`config.mk`:
```
export PLATFORM = sky130hd
export DESIGN_NAME = cfgwin_decoder
export DESIGN_NICKNAME = d
export VERILOG_FILES = /design/src/rtl/cfgwin_pkg.sv /design/src/rtl/cfgwin_regfile.sv /design/src/rtl/cfgwin_decode.sv /design/src/rtl/cfgwin_match.sv /design/src/rtl/cfgwin_decoder.sv
export SDC_FILE = /design/constraint.sdc
export NUM_CORES = 1
export LEC_CHECK = 0
export BUFFER_PORTS_ARGS = -buffer_cell sky130_fd_sc_hd__clkbuf_2
export CAP_MARGIN = 20
export CELL_PAD_IN_SITES_DETAIL_PLACEMENT = 2
export CELL_PAD_IN_SITES_GLOBAL_PLACEMENT = 2
export CORE_MARGIN = 3
export CORE_UTILIZATION = 23
export CTS_CLUSTER_SIZE = 8
export DETAILED_ROUTE_END_ITERATION = 16
export HOLD_SLACK_MARGIN = 0.12
export PLACE_DENSITY_LB_ADDON = 0.08
export SYNTH_ARGS = -nofsm -noshare
export SYNTH_HDL_FRONTEND = slang
export SYNTH_SLANG_ARGS = --single-unit
```
`constraint.sdc`:
```
create_clock -name clk -period 9.39 [get_ports clk]
set_input_delay 2.3475 -clock clk [delete_from_list [all_inputs] [get_ports clk]]
set_output_delay 2.3475 -clock clk [all_outputs]
set_load 0.005 [all_outputs]
```
`src/rtl/cfgwin_pkg.sv`:
```
package cfgwin_pkg;

    localparam int unsigned CW_REG_W     = 64;
    localparam int unsigned CW_DW_W      = 32;
    localparam int unsigned CW_LANES     = CW_DW_W / 8;
    localparam int unsigned CW_EN_BIT    = 0;
    localparam int unsigned CW_SZ_LSB    = 1;
    localparam int unsigned CW_CTRL_BITS = 3;

    typedef enum logic [1:0] {
        WSZ_FULL    = 2'b00,
        WSZ_HALF    = 2'b01,
        WSZ_QUARTER = 2'b10,
        WSZ_RSVD    = 2'b11
    } win_size_e;

    // how many binary steps below the largest window a size code sits
    function automatic int unsigned cw_shrink(win_size_e s);
        case (s)
            WSZ_HALF:    return 1;
            WSZ_QUARTER: return 2;
            default:     return 0;
        endcase
    endfunction

    // bits of the register that hold state
    function automatic logic [CW_REG_W-1:0] cw_keep_mask(int unsigned addr_w,
                                                         int unsigned base_lsb);
        logic [CW_REG_W-1:0] m;
        m = '0;
        for (int unsigned b = 0; b < CW_REG_W; b++) begin
            if (b < CW_CTRL_BITS || (b >= base_lsb && b < addr_w))
                m[b] = 1'b1;
        end
        return m;
    endfunction

endpackage

```
`src/rtl/cfgwin_regfile.sv`:
```
module cfgwin_regfile
    import cfgwin_pkg::*;
#(
    parameter int unsigned ADDR_W       = 36,
    parameter int unsigned MAX_WIN_LOG2 = 28,
    parameter logic [CW_REG_W-1:0] RESET_REG = 64'h0
) (
    input  logic                 clk,
    input  logic                 rst,
    input  logic                 wr_en,
    input  logic                 wr_dw,
    input  logic [CW_LANES-1:0]  wr_be,
    input  logic [CW_DW_W-1:0]   wr_data,
    input  logic                 rd_dw,
    output logic [CW_DW_W-1:0]   rd_data,
    output logic [ADDR_W-1:0]    win_reg,
    output logic                 refresh
);

    localparam int unsigned BASE_LSB = MAX_WIN_LOG2 - 2;
    localparam int unsigned NBYTES   = CW_REG_W / 8;
    localparam logic [CW_REG_W-1:0] KEEP = cw_keep_mask(ADDR_W, BASE_LSB);

    logic [CW_REG_W-1:0] reg_q;
    logic                refresh_q;

    for (genvar g = 0; g < NBYTES; g++) begin : g_lane
        localparam logic    LANE_DW = 1'((g / CW_LANES) != 0);
        localparam int unsigned LANE = g % CW_LANES;
        logic lane_wr;
        assign lane_wr = wr_en && wr_be[LANE] && (wr_dw == LANE_DW);
        always_ff @(posedge clk) begin
            if (rst)
                reg_q[g*8 +: 8] <= RESET_REG[g*8 +: 8];
            else if (lane_wr)
                reg_q[g*8 +: 8] <= wr_data[LANE*8 +: 8] & KEEP[g*8 +: 8];
        end
    end

    always_ff @(posedge clk) begin
        if (rst) refresh_q <= 1'b0;
        else     refresh_q <= wr_en && (|wr_be);
    end

    assign rd_data = rd_dw ? reg_q[CW_REG_W-1:CW_DW_W] : reg_q[CW_DW_W-1:0];
    assign win_reg = reg_q[ADDR_W-1:0];
    assign refresh = refresh_q;

    assert_void_bits_R2: assert property (@(posedge clk) disable iff (rst)
        (reg_q & ~KEEP) == '0);

    assert_no_lane_R3: assert property (@(posedge clk) disable iff (rst)
        (wr_en && wr_be == '0) |=> $stable(reg_q));

    assert_reset_load_R1: assert property (@(posedge clk) disable iff (rst)
        $fell(rst) |-> (reg_q == RESET_REG));

endmodule

```
`src/rtl/cfgwin_decode.sv`:
```
module cfgwin_decode
    import cfgwin_pkg::*;
#(
    parameter int unsigned ADDR_W       = 36,
    parameter int unsigned MAX_WIN_LOG2 = 28,
    parameter logic [ADDR_W-1:0] RESET_BASE = '0
) (
    input  logic              clk,
    input  logic              rst,
    input  logic [ADDR_W-1:0] win_reg,
    input  logic              refresh,
    output logic              dec_en,
    output logic [ADDR_W-1:0] dec_base,
    output logic [ADDR_W-1:0] dec_mask,
    output logic [ADDR_W:0]   dec_len
);

    localparam logic [ADDR_W-1:0] ONES    = '1;
    localparam logic [ADDR_W:0]   LEN_ONE = (ADDR_W+1)'(1);

    typedef struct packed {
        logic              en;
        logic [ADDR_W-1:0] base;
        logic [ADDR_W-1:0] mask;
        logic [ADDR_W:0]   len;
    } dec_t;

    function automatic dec_t decode_fn(logic [ADDR_W-1:0] r);
        dec_t        d;
        win_size_e   sz;
        int unsigned lg;
        sz     = win_size_e'(r[CW_SZ_LSB +: 2]);
        lg     = MAX_WIN_LOG2 - cw_shrink(sz);
        d.mask = ONES << lg;
        d.base = r & d.mask;
        d.en   = r[CW_EN_BIT] && (sz != WSZ_RSVD);
        d.len  = (sz == WSZ_RSVD) ? '0 : (LEN_ONE << lg);
        return d;
    endfunction

    localparam dec_t RESET_DEC = decode_fn(RESET_BASE & (ONES << CW_CTRL_BITS));

    dec_t dec_q;

    always_ff @(posedge clk) begin
        if (rst)          dec_q <= RESET_DEC;
        else if (refresh) dec_q <= decode_fn(win_reg);
    end

    assign dec_en   = dec_q.en;
    assign dec_base = dec_q.base;
    assign dec_mask = dec_q.mask;
    assign dec_len  = dec_q.len;

    assert_rsvd_off_R8: assert property (@(posedge clk) disable iff (rst)
        (refresh && win_reg[CW_SZ_LSB +: 2] == 2'b11) |=> (!dec_q.en && dec_q.len == '0));

    assert_hold_R10: assert property (@(posedge clk) disable iff (rst)
        !refresh |=> $stable(dec_q));

endmodule

```
`src/rtl/cfgwin_match.sv`:
```
module cfgwin_match #(
    parameter int unsigned ADDR_W = 36,
    parameter logic [ADDR_W-1:0] RESET_BASE = '0
) (
    input  logic              clk,
    input  logic              rst,
    input  logic              dec_en,
    input  logic [ADDR_W-1:0] dec_base,
    input  logic [ADDR_W-1:0] dec_mask,
    input  logic [ADDR_W:0]   dec_len,
    input  logic [ADDR_W-1:0] mem_addr,
    output logic              hit,
    output logic [ADDR_W:0]   hole_start
);

    logic [ADDR_W:0] win_end;
    logic            in_field;
    logic            below_end;

    assign win_end    = {1'b0, dec_base} + dec_len;
    assign in_field   = (mem_addr & dec_mask) == dec_base;
    assign below_end  = {1'b0, mem_addr} < win_end;
    assign hit        = dec_en && in_field && below_end;
    assign hole_start = dec_en ? win_end : {1'b0, RESET_BASE};

    assert_hit_above_base_R5: assert property (@(posedge clk) disable iff (rst)
        hit |-> (mem_addr >= dec_base));

    assert_hit_below_hole_R9: assert property (@(posedge clk) disable iff (rst)
        hit |-> ({1'b0, mem_addr} < hole_start));

endmodule

```
`src/rtl/cfgwin_decoder.sv`:
```
module cfgwin_decoder
    import cfgwin_pkg::*;
#(
    parameter int unsigned ADDR_W       = 36,
    parameter int unsigned MAX_WIN_LOG2 = 28,
    parameter logic [ADDR_W-1:0] RESET_BASE = 36'h0_B000_0000
) (
    input  logic              clk,
    input  logic              rst,
    input  logic              cfg_wr_en,
    input  logic              cfg_wr_dw,
    input  logic [3:0]        cfg_wr_be,
    input  logic [31:0]       cfg_wr_data,
    input  logic              cfg_rd_dw,
    output logic [31:0]       cfg_rd_data,
    input  logic [ADDR_W-1:0] mem_addr,
    output logic              win_hit,
    output logic              win_enable,
    output logic [ADDR_W-1:0] win_base,
    output logic [ADDR_W:0]   win_len,
    output logic [ADDR_W:0]   hole_start
);

    localparam int unsigned BASE_LSB = MAX_WIN_LOG2 - 2;
    localparam logic [CW_REG_W-1:0] RESET_REG =
        cw_keep_mask(ADDR_W, BASE_LSB) & CW_REG_W'(RESET_BASE)
        & ~CW_REG_W'((1 << CW_CTRL_BITS) - 1);

    logic [ADDR_W-1:0] win_reg;
    logic              refresh;
    logic [ADDR_W-1:0] dec_mask;

    cfgwin_regfile #(
        .ADDR_W(ADDR_W), .MAX_WIN_LOG2(MAX_WIN_LOG2), .RESET_REG(RESET_REG)
    ) u_regs (
        .clk(clk), .rst(rst),
        .wr_en(cfg_wr_en), .wr_dw(cfg_wr_dw), .wr_be(cfg_wr_be), .wr_data(cfg_wr_data),
        .rd_dw(cfg_rd_dw), .rd_data(cfg_rd_data),
        .win_reg(win_reg), .refresh(refresh)
    );

    cfgwin_decode #(
        .ADDR_W(ADDR_W), .MAX_WIN_LOG2(MAX_WIN_LOG2), .RESET_BASE(RESET_BASE)
    ) u_dec (
        .clk(clk), .rst(rst), .win_reg(win_reg), .refresh(refresh),
        .dec_en(win_enable), .dec_base(win_base), .dec_mask(dec_mask), .dec_len(win_len)
    );

    cfgwin_match #(
        .ADDR_W(ADDR_W), .RESET_BASE(RESET_BASE)
    ) u_match (
        .clk(clk), .rst(rst),
        .dec_en(win_enable), .dec_base(win_base), .dec_mask(dec_mask), .dec_len(win_len),
        .mem_addr(mem_addr), .hit(win_hit), .hole_start(hole_start)
    );

    // a refresh that captures a cleared enable bit silences the hit line
    assert_off_silent_R4: assert property (@(posedge clk) disable iff (rst)
        (refresh && !win_reg[CW_EN_BIT]) |=> !win_hit);

endmodule

```
==> run metrics, run 1 <==
initial antenna violation count 0; total of buffers placed on input and output ports 73; most instantiated flip-flop cell in the synthesis netlist dfxtp_1; power density normalized to cell area 116 mW/mm2; overall power after layout 403 uW; via/cell ratio about 4; WL/cell 14.5 um; type of the most critical hold path reg -> reg; Crit Path Max Fanout 2; Sw Ratio 27.0%; worst max-slew margin expressed relative to the limit 44.2%; Clock Sinks 38; global router's overall resource usage 11.6%; clock tree root buffer cell clkbuf_16; number of H-tree branching levels 2; wire length of the first global-routing pass 13700 um; fmax 0.156 GHz; post-cts repair resize count 0; clock tree from TritonCTS built; number of detailed-routing iterations run before antenna repair 4; half-perimeter wire length after placement between 7000 and 8000 um; worst vdd rail ir drop 0.0627 mV; number of top-level pins about 220; DRC violation count after routing 0; startpoint of the worst-slack reg-to-reg timing path u_regs.win_reg[1]; std cell rows 42; area of the placeable core approximately 0.013 mm2; post-synthesis cell type count 43; area overhead of the layout relative to synthesis 9.27%; fraction of power consumed by the clock network between 40% and 50%; final RePlAce weighted congestion approximately 0.71; maximum number of pins on one net before global-route repair 39; final worst setup slack 2.98 ns; Worst-path clk slew approximately 0.060 ns; proportion of layout cells with a drive suffix above 1 a little under a fifth; post-synthesis instance total 380; CTS Hold Buffers Added 0; nets@finish 549; combinational share of power 16.9%; proportion of synthesized chip area in sequential cells between 20% and 30%; DRT antenna net count 0; Async SR Flop Fraction 0%; Vias 2496; Reg2Reg Setup Slack 7.85 ns; Final Hold Fails 0; number of synthesized register bits 38; Yosys warning total 0; antenna cells 0; maximum count of clock buffers along a single path 2; cell internal pwr 294 uW; Final Routed Wirelength 9020 um; worst clock skew on the final layout 0.00419 ns; unrepaired setup endpoints after global routing false; Setup Viol. Count Final 0; synthesized area per cell between 8 and 9 um2; setup tns final 0 ns; run status finished, final reports clean; combined area of all synthesized cells 0.00317 mm2; leakage power summed over all cells 0.00169 uW; fin crit share about 68%; number of maximum-capacitance violations 0; violation count after the first detailed-route iteration 50; sort of element at the end of the critical path output port; power dissipated by switching net loads 109 uW; max reg flops 13; Post-synth EDFFs 0; minimum clock period 6.41 ns; launching element type of the critical path primary input; sum of overflow across all layers after global routing 0; startpoint of the worst hold path u_dec.dec_mask[25]; count of cells along the worst hold path 2; transition time at the pin with the least slew margin 0.837 ns; endpoint of the worst hold path u_dec.dec_mask[25]; clock insertion delay at the later pin of the skew report 0.28 ns; Setup WS pre-CTS 2.98 ns; effective utilization at floorplan a little under a quarter; Setup Crit Path Kind in -> out; number of non-filler instances in the completed layout 622; chip height 123 um; via count of the first global-routing pass between 2000 and 3000; total die area 0.0152 mm2; Flop pwr share 42.5%; count of buffers added by post-CTS timing repair for setup 0; Cells after DPL 616; worst flop-to-flop path endpoint u_dec.dec_mask[30]; required time at the worst-slack endpoint 7.04 ns; worst reg-to-reg path cell count 4; max-slew violation total from the final report 0; arrival time of the worst setup path 4.06 ns; width of the die around 120 um; TritonCTS Buffers 5
-- layout make-up --
| type | count | area (um2) |
|---|---|---|
| Clock buffer | 6 | 139 |
| Multi-Input combinational cell | 318 | 1930 |
| Sequential cell | 38 | 761 |
| Fill cell | 1582 | 9880 |
| Tap cell | 176 | 220 |
| Timing Repair Buffer | 74 | 373 |
| Inverter | 10 | 37.5 |
-- kinds of logic (layout without fill, tap and decap cells) --
| logic type | after synthesis | count (layout) | synth area share, % |
|---|---|---|---|
| AOI/OAI and AO/OA | 51 | 51 | 11.0 |
| adders and majority gates | 25 | 25 | 10.1 |
| DFF | 38 | 38 | 24.0 |
| muxes | 22 | 22 | 7.02 |
| buffers and inverters | 124 | 90 | 26.8 |
| other | 1 | 101 | 0.118 |
| xor gates and xnor gates | 16 | 16 | 4.42 |
| and+or+nand+nor | 103 | 103 | 16.5 |
-- worst max-delay path by stage --
| stage | start | slack (ns) | cells after the start | to |
|---|---|---|---|---|
| 2_1_floorplan | mem_addr[30] | 3.50 | 5 | win_hit |
| 5_1_grt | mem_addr[30] | 2.87 | 7 | win_hit |
| 4_1_cts | mem_addr[30] | 2.97 | 7 | win_hit |
| 3_5_place_dp | mem_addr[30] | 2.98 | 7 | win_hit |
| 3_3_place_gp | mem_addr[30] | 3.00 | 7 | win_hit |
| 6_report | mem_addr[30] | 2.98 | 7 | win_hit |
-- per-stage QoR --
step                      utilization [%]  hold WS (ns)  instance area (um2)
after floorplan                         -         0.431                 3550
after global placement               24.9         0.466                 3330
after detailed placement             24.9         0.470                 3330
after CTS                            26.0         0.480                 3460
after global routing                 26.0         0.501                 3460
final                                26.0         0.477                 3460
-- layer usage --
metal | vias to the layer above | track usage [%] | routed length (um)
li1 | 1206 | - | -
met1 | 1192 | 14.3 | 3940
met2 | 92 | 20.3 | 4400
met3 | 6 | 2.01 | 549
met4 | 0 | 3.60 | 127
met5 | - | 0 | 0
-- power by group through the flow --
stage	registers, uW	clock network, uW	logic, uW
after global placement	175	0	67.1
after floorplan	172	0	76.3
final	171	164	68.3
after global routing	172	175	80.0
after detailed placement	175	0	68.3
after CTS	172	170	68.5
-- synth_stat cells, types with 2 or more instances --
library cell	instances	area share, %
a211oi_1	2	0.47
and3_1	2	0.39
nand3b_1	3	0.71
xor2_1	12	3.3
o21bai_1	2	0.47
clkbuf_1	9	1.1
o21ai_0	9	1.4
nand4_1	2	0.39
o22ai_1	2	0.39
o211ai_1	3	0.71
nor3_1	5	0.79
and2_1	2	0.39
nor2b_1	12	2.4
a21o_1	3	0.71
nor3b_1	2	0.47
a211o_1	8	2.2
mux2i_1	20	6.3
xnor2_1	4	1.1
dfxtp_1	38	24
a21oi_1	13	2.1
buf_4	102	24
or3_1	3	0.59
nand2b_1	13	2.6
nor4_1	2	0.39
nand2_1	14	1.7
o21a_1	4	0.95
mux2_2	2	0.71
nand3_1	10	1.6
nor2_1	31	3.7
inv_1	9	1.1
buf_2	2	0.32
ha_1	24	9.5
-- critical path, cell delays in order --
cell	delay [ns]
clkbuf_2	0.11
ha_1	0.30
and4_1	0.22
a221oi_1	0.36
o211ai_1	0.18
a2111oi_2	0.36
clkbuf_2	0.18
-- layout by cell type, fill, tap and decap left out, types with 3 or more instances in the layout --
| cell | instances |
|---|---|
| a21o_1 | 3 |
| nand2b_1 | 13 |
| inv_1 | 9 |
| clkbuf_16 | 5 |
| xnor2_1 | 4 |
| nor2_1 | 31 |
| o21a_1 | 4 |
| nand3_1 | 10 |
| ha_1 | 24 |
| dfxtp_1 | 38 |
| a211o_1 | 8 |
| nor2b_1 | 12 |
| clkbuf_2 | 73 |
| nor3_1 | 5 |
| xor2_1 | 12 |
| o211ai_1 | 3 |
| o21ai_0 | 9 |
| nand3b_1 | 3 |
| or3_1 | 3 |
| mux2i_1 | 20 |
| conb_1 | 101 |
| nand2_1 | 14 |
| a21oi_1 | 13 |
Note: power is estimated with default switching activity, not from simulation.
==> inputs of run 2 (changes only) <==
Settings changed: ABC_AREA set to 1, CORE_UTILIZATION 23 to 20.
Clock period 9.39 ns to 6.6 ns, I/O delays scaled along.
==> run 2 against run 1 <==
Against the previous run:
- flip-flop and latch count unchanged
- largest power group is now the clock network
- final area up 1.9%
- highest routed layer unchanged
- core utilization down 2.8 points
- clock power up 71%
- worst hold slack worse by 0.017 ns
- via count up 9.8%
==> run metrics, run 2 <==
Post-synth EDFFs 0; number of detailed-routing iterations run before antenna repair 4; type of the most critical hold path reg -> reg; area overhead of the layout relative to synthesis 13.0%; max-slew violation total from the final report 0; Final Hold Fails 0; portion of synthesized cell area occupied by the leading cell type 24.5%; most common cell after layout, fill and taps aside conb_1; unrepaired setup endpoints after global routing false; worst max-slew margin expressed relative to the limit between 60% and 70%; width of the die 131 um; Worst-path clk slew 0.06 ns; ranking of synthesized cells by area buf_4 (25%), dfxtp_1 (24%), nand2_1 (11%), ha_1 (9.6%), inv_1 (7.3%); number of H-tree branching levels 2; Reg2Reg Setup Slack a little over 5 ns; WL/cell 13.2 um; cell type of the slowest stage on the worst timing path ha_1; total of buffers placed on input and output ports 76; fin crit share between 60% and 70%; leakage power summed over all cells 0.00191 uW; DRT antenna net count 0; wire length of the first global-routing pass 14700 um; post-cts repair resize count 0; post-synthesis instance total 448; combined area of all synthesized cells between 0.003 and 0.004 mm2; Cells after DPL 729; Yosys warning total 0; Final Routed Wirelength 9760 um; mux cell area share after synthesis 0%; via/cell ratio ~3.7; launching element type of the critical path primary input; sort of element at the end of the critical path output port; combinational family with the most area after synthesis buffers and inverters; DRC violation count after routing 0; number of non-filler instances in the completed layout ~740; worst reg-to-reg path cell count 3; run status finished, final reports clean; clock insertion delay at the later pin of the skew report 0.29 ns; post-synthesis cell type with the largest combined area buf_4; setup tns final 0 ns; global router's overall resource usage approximately 11%; Flop pwr share 39.0%; post-synthesis cell type count 33; Async SR Flop Fraction 0%; finished layout cell area 0.00353 mm2; share of the synthesized netlist area taken by xor and xnor gates 2.52%; proportion of synthesized chip area in sequential cells 24.3%; violation count after the first detailed-route iteration 50; leading cell types in the layout, fill and taps excluded conb_1 (101), nand2_1 (89), clkbuf_2 (76); maximum count of clock buffers along a single path 2; required time at the worst-slack endpoint 4.95 ns; cell seen most often among critical-path stages nand2_1; Setup Crit Path Kind in -> out; cell internal pwr 448 uW; synth cell count leaders buf_4 (102), nand2_1 (89), inv_1 (61); final RePlAce weighted congestion 0.759; Crit Path Max Fanout 2; Setup Viol. Count Final 0; Placement Cell Area 0.00336 mm2; max reg flops 13; combinational share of power 16.0%; Vias approximately 2700; initial antenna violation count 0; chip height 131 um; power dissipated by switching net loads 176 uW; minimum clock period 4.60 ns; post-route core utilization a little under a quarter; cell breakdown of the critical path clkbuf_2, ha_1, inv_1, nor2_1, nand2_1, nand2_1, nand2_1, nand3_1, nand2_1, nand2_1, nand2_1, nor2_1, nor2_1, clkbuf_2; startpoint of the worst-slack reg-to-reg timing path u_regs.refresh; clock tree from TritonCTS built; via count of the first global-routing pass between 2000 and 3000; antenna cells 0; fraction of power consumed by the clock network 45.1%; transition time at the pin with the least slew margin 0.597 ns; fraction of the mapped netlist area in adder cells between 10 and 15%; clock tree root buffer cell clkbuf_16; power density normalized to cell area 177 mW/mm2; number of maximum-capacitance violations 0; half-perimeter wire length after placement 8650 um; area of the placeable core 0.0153 mm2; std cell rows 45; maximum number of pins on one net before global-route repair 17; TritonCTS Buffers 5; count of buffers added by post-CTS timing repair for setup 0; Sw Ratio 28.3%; nets@finish 627; worst clock skew on the final layout 0.00445 ns; effective utilization at floorplan just over 20%; most instantiated flip-flop cell in the synthesis netlist dfxtp_1; number of synthesized register bits 38; fmax 0.217 GHz; end point of the critical path win_hit; proportion of layout cells with a drive suffix above 1 17.3%; worst vdd rail ir drop ~0.08 mV; most used standard cell by instance count after synthesis buf_4; worst flop-to-flop path endpoint u_dec.dec_mask[29]; arrival time of the worst setup path 2.95 ns; synthesized area per cell ~7 um2; final-layout fill cell count 1879; total die area 0.0172 mm2; launch point of the critical path mem_addr[24]; Clock Sinks 38; sum of overflow across all layers after global routing 0; CTS Hold Buffers Added 0; Largest stage delay, worst path approximately 0.30 ns; number of top-level pins around 220; compound-gate portion of the synthesized area 10.8%; basic-gate share of the synthesized area counting and, or, nand and nor cells 19.4%
## run 2: cell types whose count changed in the layout (fill, tap and decap cells not counted), sizes merged, moves of 9 or more
cell	delta
mux2i	-20
inv	+53
o21ai	+9
nor2b	-12
nand2b	-13
a21oi	+9
nand2	+75
## run 2: kinds of logic (layout without fill, tap and decap cells)
family | Yosys count | count (layout)
buffers and inverters | 168 | 146
DFF | 38 | 38
and+or+nand+nor | 148 | 148
other | 1 | 101
AOI/OAI and AO/OA | 59 | 59
adders and majority gates | 25 | 25
xor gates and xnor gates | 9 | 9
## run 2: through the flow
stage	hold WS (ns)	total power, uW	setup slack (ns)
finish	0.461	624	2.00
global route	0.476	661	1.79
CTS	0.461	633	1.92
detailed placement	0.450	349	1.93
global placement	0.449	345	1.95
floorplan	0.418	351	2.43
## run 2: routing by layer
| layer | global-route usage (%) | up-vias | part of all wire, % |
|---|---|---|---|
| met5 | 0 | - | 0 |
| met4 | 3.09 | 0 | 1.3 |
| met3 | 2.15 | 8 | 6.1 |
| met1 | 13.9 | 1270 | 44 |
| li1 | - | 1358 | - |
| met2 | 19.6 | 105 | 49 |
## run 2: worst min path at each step
stage,cells after the start,end,startpoint
2_1_floorplan,2,u_dec.dec_mask[24],u_dec.dec_mask[24]
3_3_place_gp,2,u_dec.dec_mask[25],u_dec.dec_mask[25]
3_5_place_dp,2,u_dec.dec_mask[25],u_dec.dec_mask[25]
4_1_cts,2,u_dec.dec_mask[25],u_dec.dec_mask[25]
5_1_grt,2,u_dec.dec_mask[25],u_dec.dec_mask[25]
6_report,2,u_dec.dec_mask[25],u_dec.dec_mask[25]
## run 2: worst max-delay path, delay by kind of cell
family                     cells  cell delay [ns]
adders and majority gates      1             0.30
and+or+nand+nor               10             0.73
buffers and inverters          3             0.26
## run 2: area by class of cell
| class | count | area (um2) | area share, % |
|---|---|---|---|
| multi-input combinational | 342 | 1720 | 48.8 |
| sequential | 38 | 761 | 21.6 |
| timing repair buffer | 76 | 380 | 10.8 |
| tap | 211 | 264 | 7.48 |
| inverter | 62 | 233 | 6.59 |
| clock buffer | 5 | 125 | 3.54 |
| clock inverter | 3 | 45.0 | 1.28 |
## run 2: power by group through the flow
stage,Sequential [uW],Clock [uW],Combinational (uW)
2_1_floorplan,246,0,106
3_3_place_gp,248,0,97.1
3_5_place_dp,248,0,100
4_1_cts,243,289,100
5_1_grt,244,298,118
6_report,243,281,99.6
==> inputs of run 3 (changes only) <==
Clock period 6.6 ns to 4.8 ns, I/O delays scaled along.
==> run 3 against run 2 <==
Against the previous run:
- total power up 36%
- worst setup slack got worse by 1.3 ns
- flip-flop and latch count unchanged
- sequential power grew 37%
- die area is the same
==> run metrics, run 3 (synthesis gave the netlist of run 2 again) <==
worst-case hold slack 0.457 ns; wire length of the first global-routing pass ~15000 um; required time at the worst-slack endpoint ~3.6 ns; antenna cells 0; global router's overall resource usage 11.2%; arrival time of the worst setup path 2.86 ns; number of buffers and inverters on the critical path 1; half-perimeter wire length after placement about 8600 um; fin crit share a little over four fifths; TritonCTS Buffers 5; DRC violation count after routing 0; sort of element at the end of the critical path output port; clock tree from TritonCTS built; power density normalized to cell area 240 mW/mm2; Final Hold Fails 0; max-slew violation total from the final report 0; number of maximum-capacitance violations 0; total die area around 0.017 mm2; run status finished, final reports clean; maximum number of pins on one net before global-route repair 17; post-cts repair resize count 0; worst clock skew on the final layout about 0.0042 ns; cell breakdown of the critical path ha_1, fa_1, a31oi_1, xor2_1, ha_1, a21oi_1, o21ai_0, nor2_1, nand2_1, nand2_1, nor2_1, nor2_1, clkbuf_2; area of the placeable core approximately 0.015 mm2; Placement Cell Area roughly 0.0034 mm2; proportion of layout cells with a drive suffix above 1 17.5%; final RePlAce weighted congestion 0.756; Crit Path Max Fanout 5; nets@finish about 630; count of buffers added by post-CTS timing repair for setup 0; most common cell after layout, fill and taps aside conb_1; maximum count of clock buffers along a single path 2; Worst-path clk slew 0.06 ns; fmax about 0.25 GHz; cell seen most often among critical-path stages nor2_1; max reg flops 13; launching element type of the critical path register; Worst path top cell family by delay adder cells; via count of the first global-routing pass between 2000 and 3000; leakage power summed over all cells 0.00192 uW; number of top-level pins 221; initial antenna violation count 0; finished layout cell area around 0.0035 mm2; Setup Crit Path Kind reg -> out; Vias 2703; chip height 131 um; clock insertion delay at the later pin of the skew report 0.28 ns; Setup Viol. Count Final 0; setup tns final 0 ns; via/cell ratio 3.66; overall power after layout roughly 850 uW; minimum clock period 4.06 ns; cell type of the slowest stage on the worst timing path fa_1; leading cell types in the layout, fill and taps excluded conb_1 (101), nand2_1 (89), clkbuf_2 (76); std cell rows 45; number of H-tree branching levels 2; Clock Sinks 38; effective utilization at floorplan 20.5%; CTS Hold Buffers Added 0; worst vdd rail ir drop 0.129 mV; number of detailed-routing iterations run before antenna repair 3; WL/cell 13.0 um; Final Routed Wirelength 9610 um; type of the most critical hold path reg -> reg; sum of overflow across all layers after global routing 0; unrepaired setup endpoints after global routing false; Largest stage delay, worst path 0.49 ns; violation count after the first detailed-route iteration 33; width of the die 131 um; DRT antenna net count 0; clock tree root buffer cell clkbuf_16; total of buffers placed on input and output ports 76; area overhead of the layout relative to synthesis 13.2%
==> run 3: cell count changes in the layout (fill, tap and decap cells not counted), sizes merged <==
cell  before  now
buf        0    1
==> run 3: power by group <==
part	internal [uW]	switching [uW]	total, uW	leakage, uW
sequential	325	8.52	334	0.000309
combinational	45.1	91.2	136	0.00153
clock	245	135	379	0.0000760
total	615	234	850	0.00192
==> run 3: stage by stage <==
step	instances	utilization, %	setup WS, ns
finish	738	23.2	0.744
global route	738	23.2	0.442
CTS	738	23.2	0.660
detailed placement	730	22.1	0.980
global placement	730	22.1	0.999
floorplan	548	-	1.47
==> run 3: path summary, 6_finish.rpt <==
path	startpoint	endpoint	slack (ns)	depth (start not counted)
setup / recovery	u_dec.dec_mask[26]	win_hit	0.74	13
hold / removal	u_dec.dec_mask[25]	u_dec.dec_mask[25]	0.46	2
setup reg to reg	u_regs.win_reg[1]	u_dec.dec_len[31]	3.29	5
hold reg to reg	u_dec.dec_mask[25]	u_dec.dec_mask[25]	0.46	2
==> run 3: routing by layer <==
layer / track usage (%) / vias up / wire length, um
met5: 0 / - / 0
met4: 2.00 / 0 / 78
met3: 2.36 / 5 / 584
met2: 20.5 / 107 / 4750
met1: 13.6 / 1237 / 4190
li1: - / 1354 / -
==> run 3: area by class of cell <==
cell class,count,area (um2)
Clock buffer,5,125
Clock inverter,3,45.0
Fill cell,1856,11700
Inverter,62,233
Multi-Input combinational cell,342,1720
Sequential cell,38,761
Tap cell,211,264
Timing Repair Buffer,77,388
==> run 3: worst register-to-register path, cell delays in order, from the launching register on <==
cell and delay, ns:
dfxtp_1 0.41, inv_1 0.16, ha_1 0.34, inv_1 0.08, a21oi_1 0.09, a2111oi_0 0.30
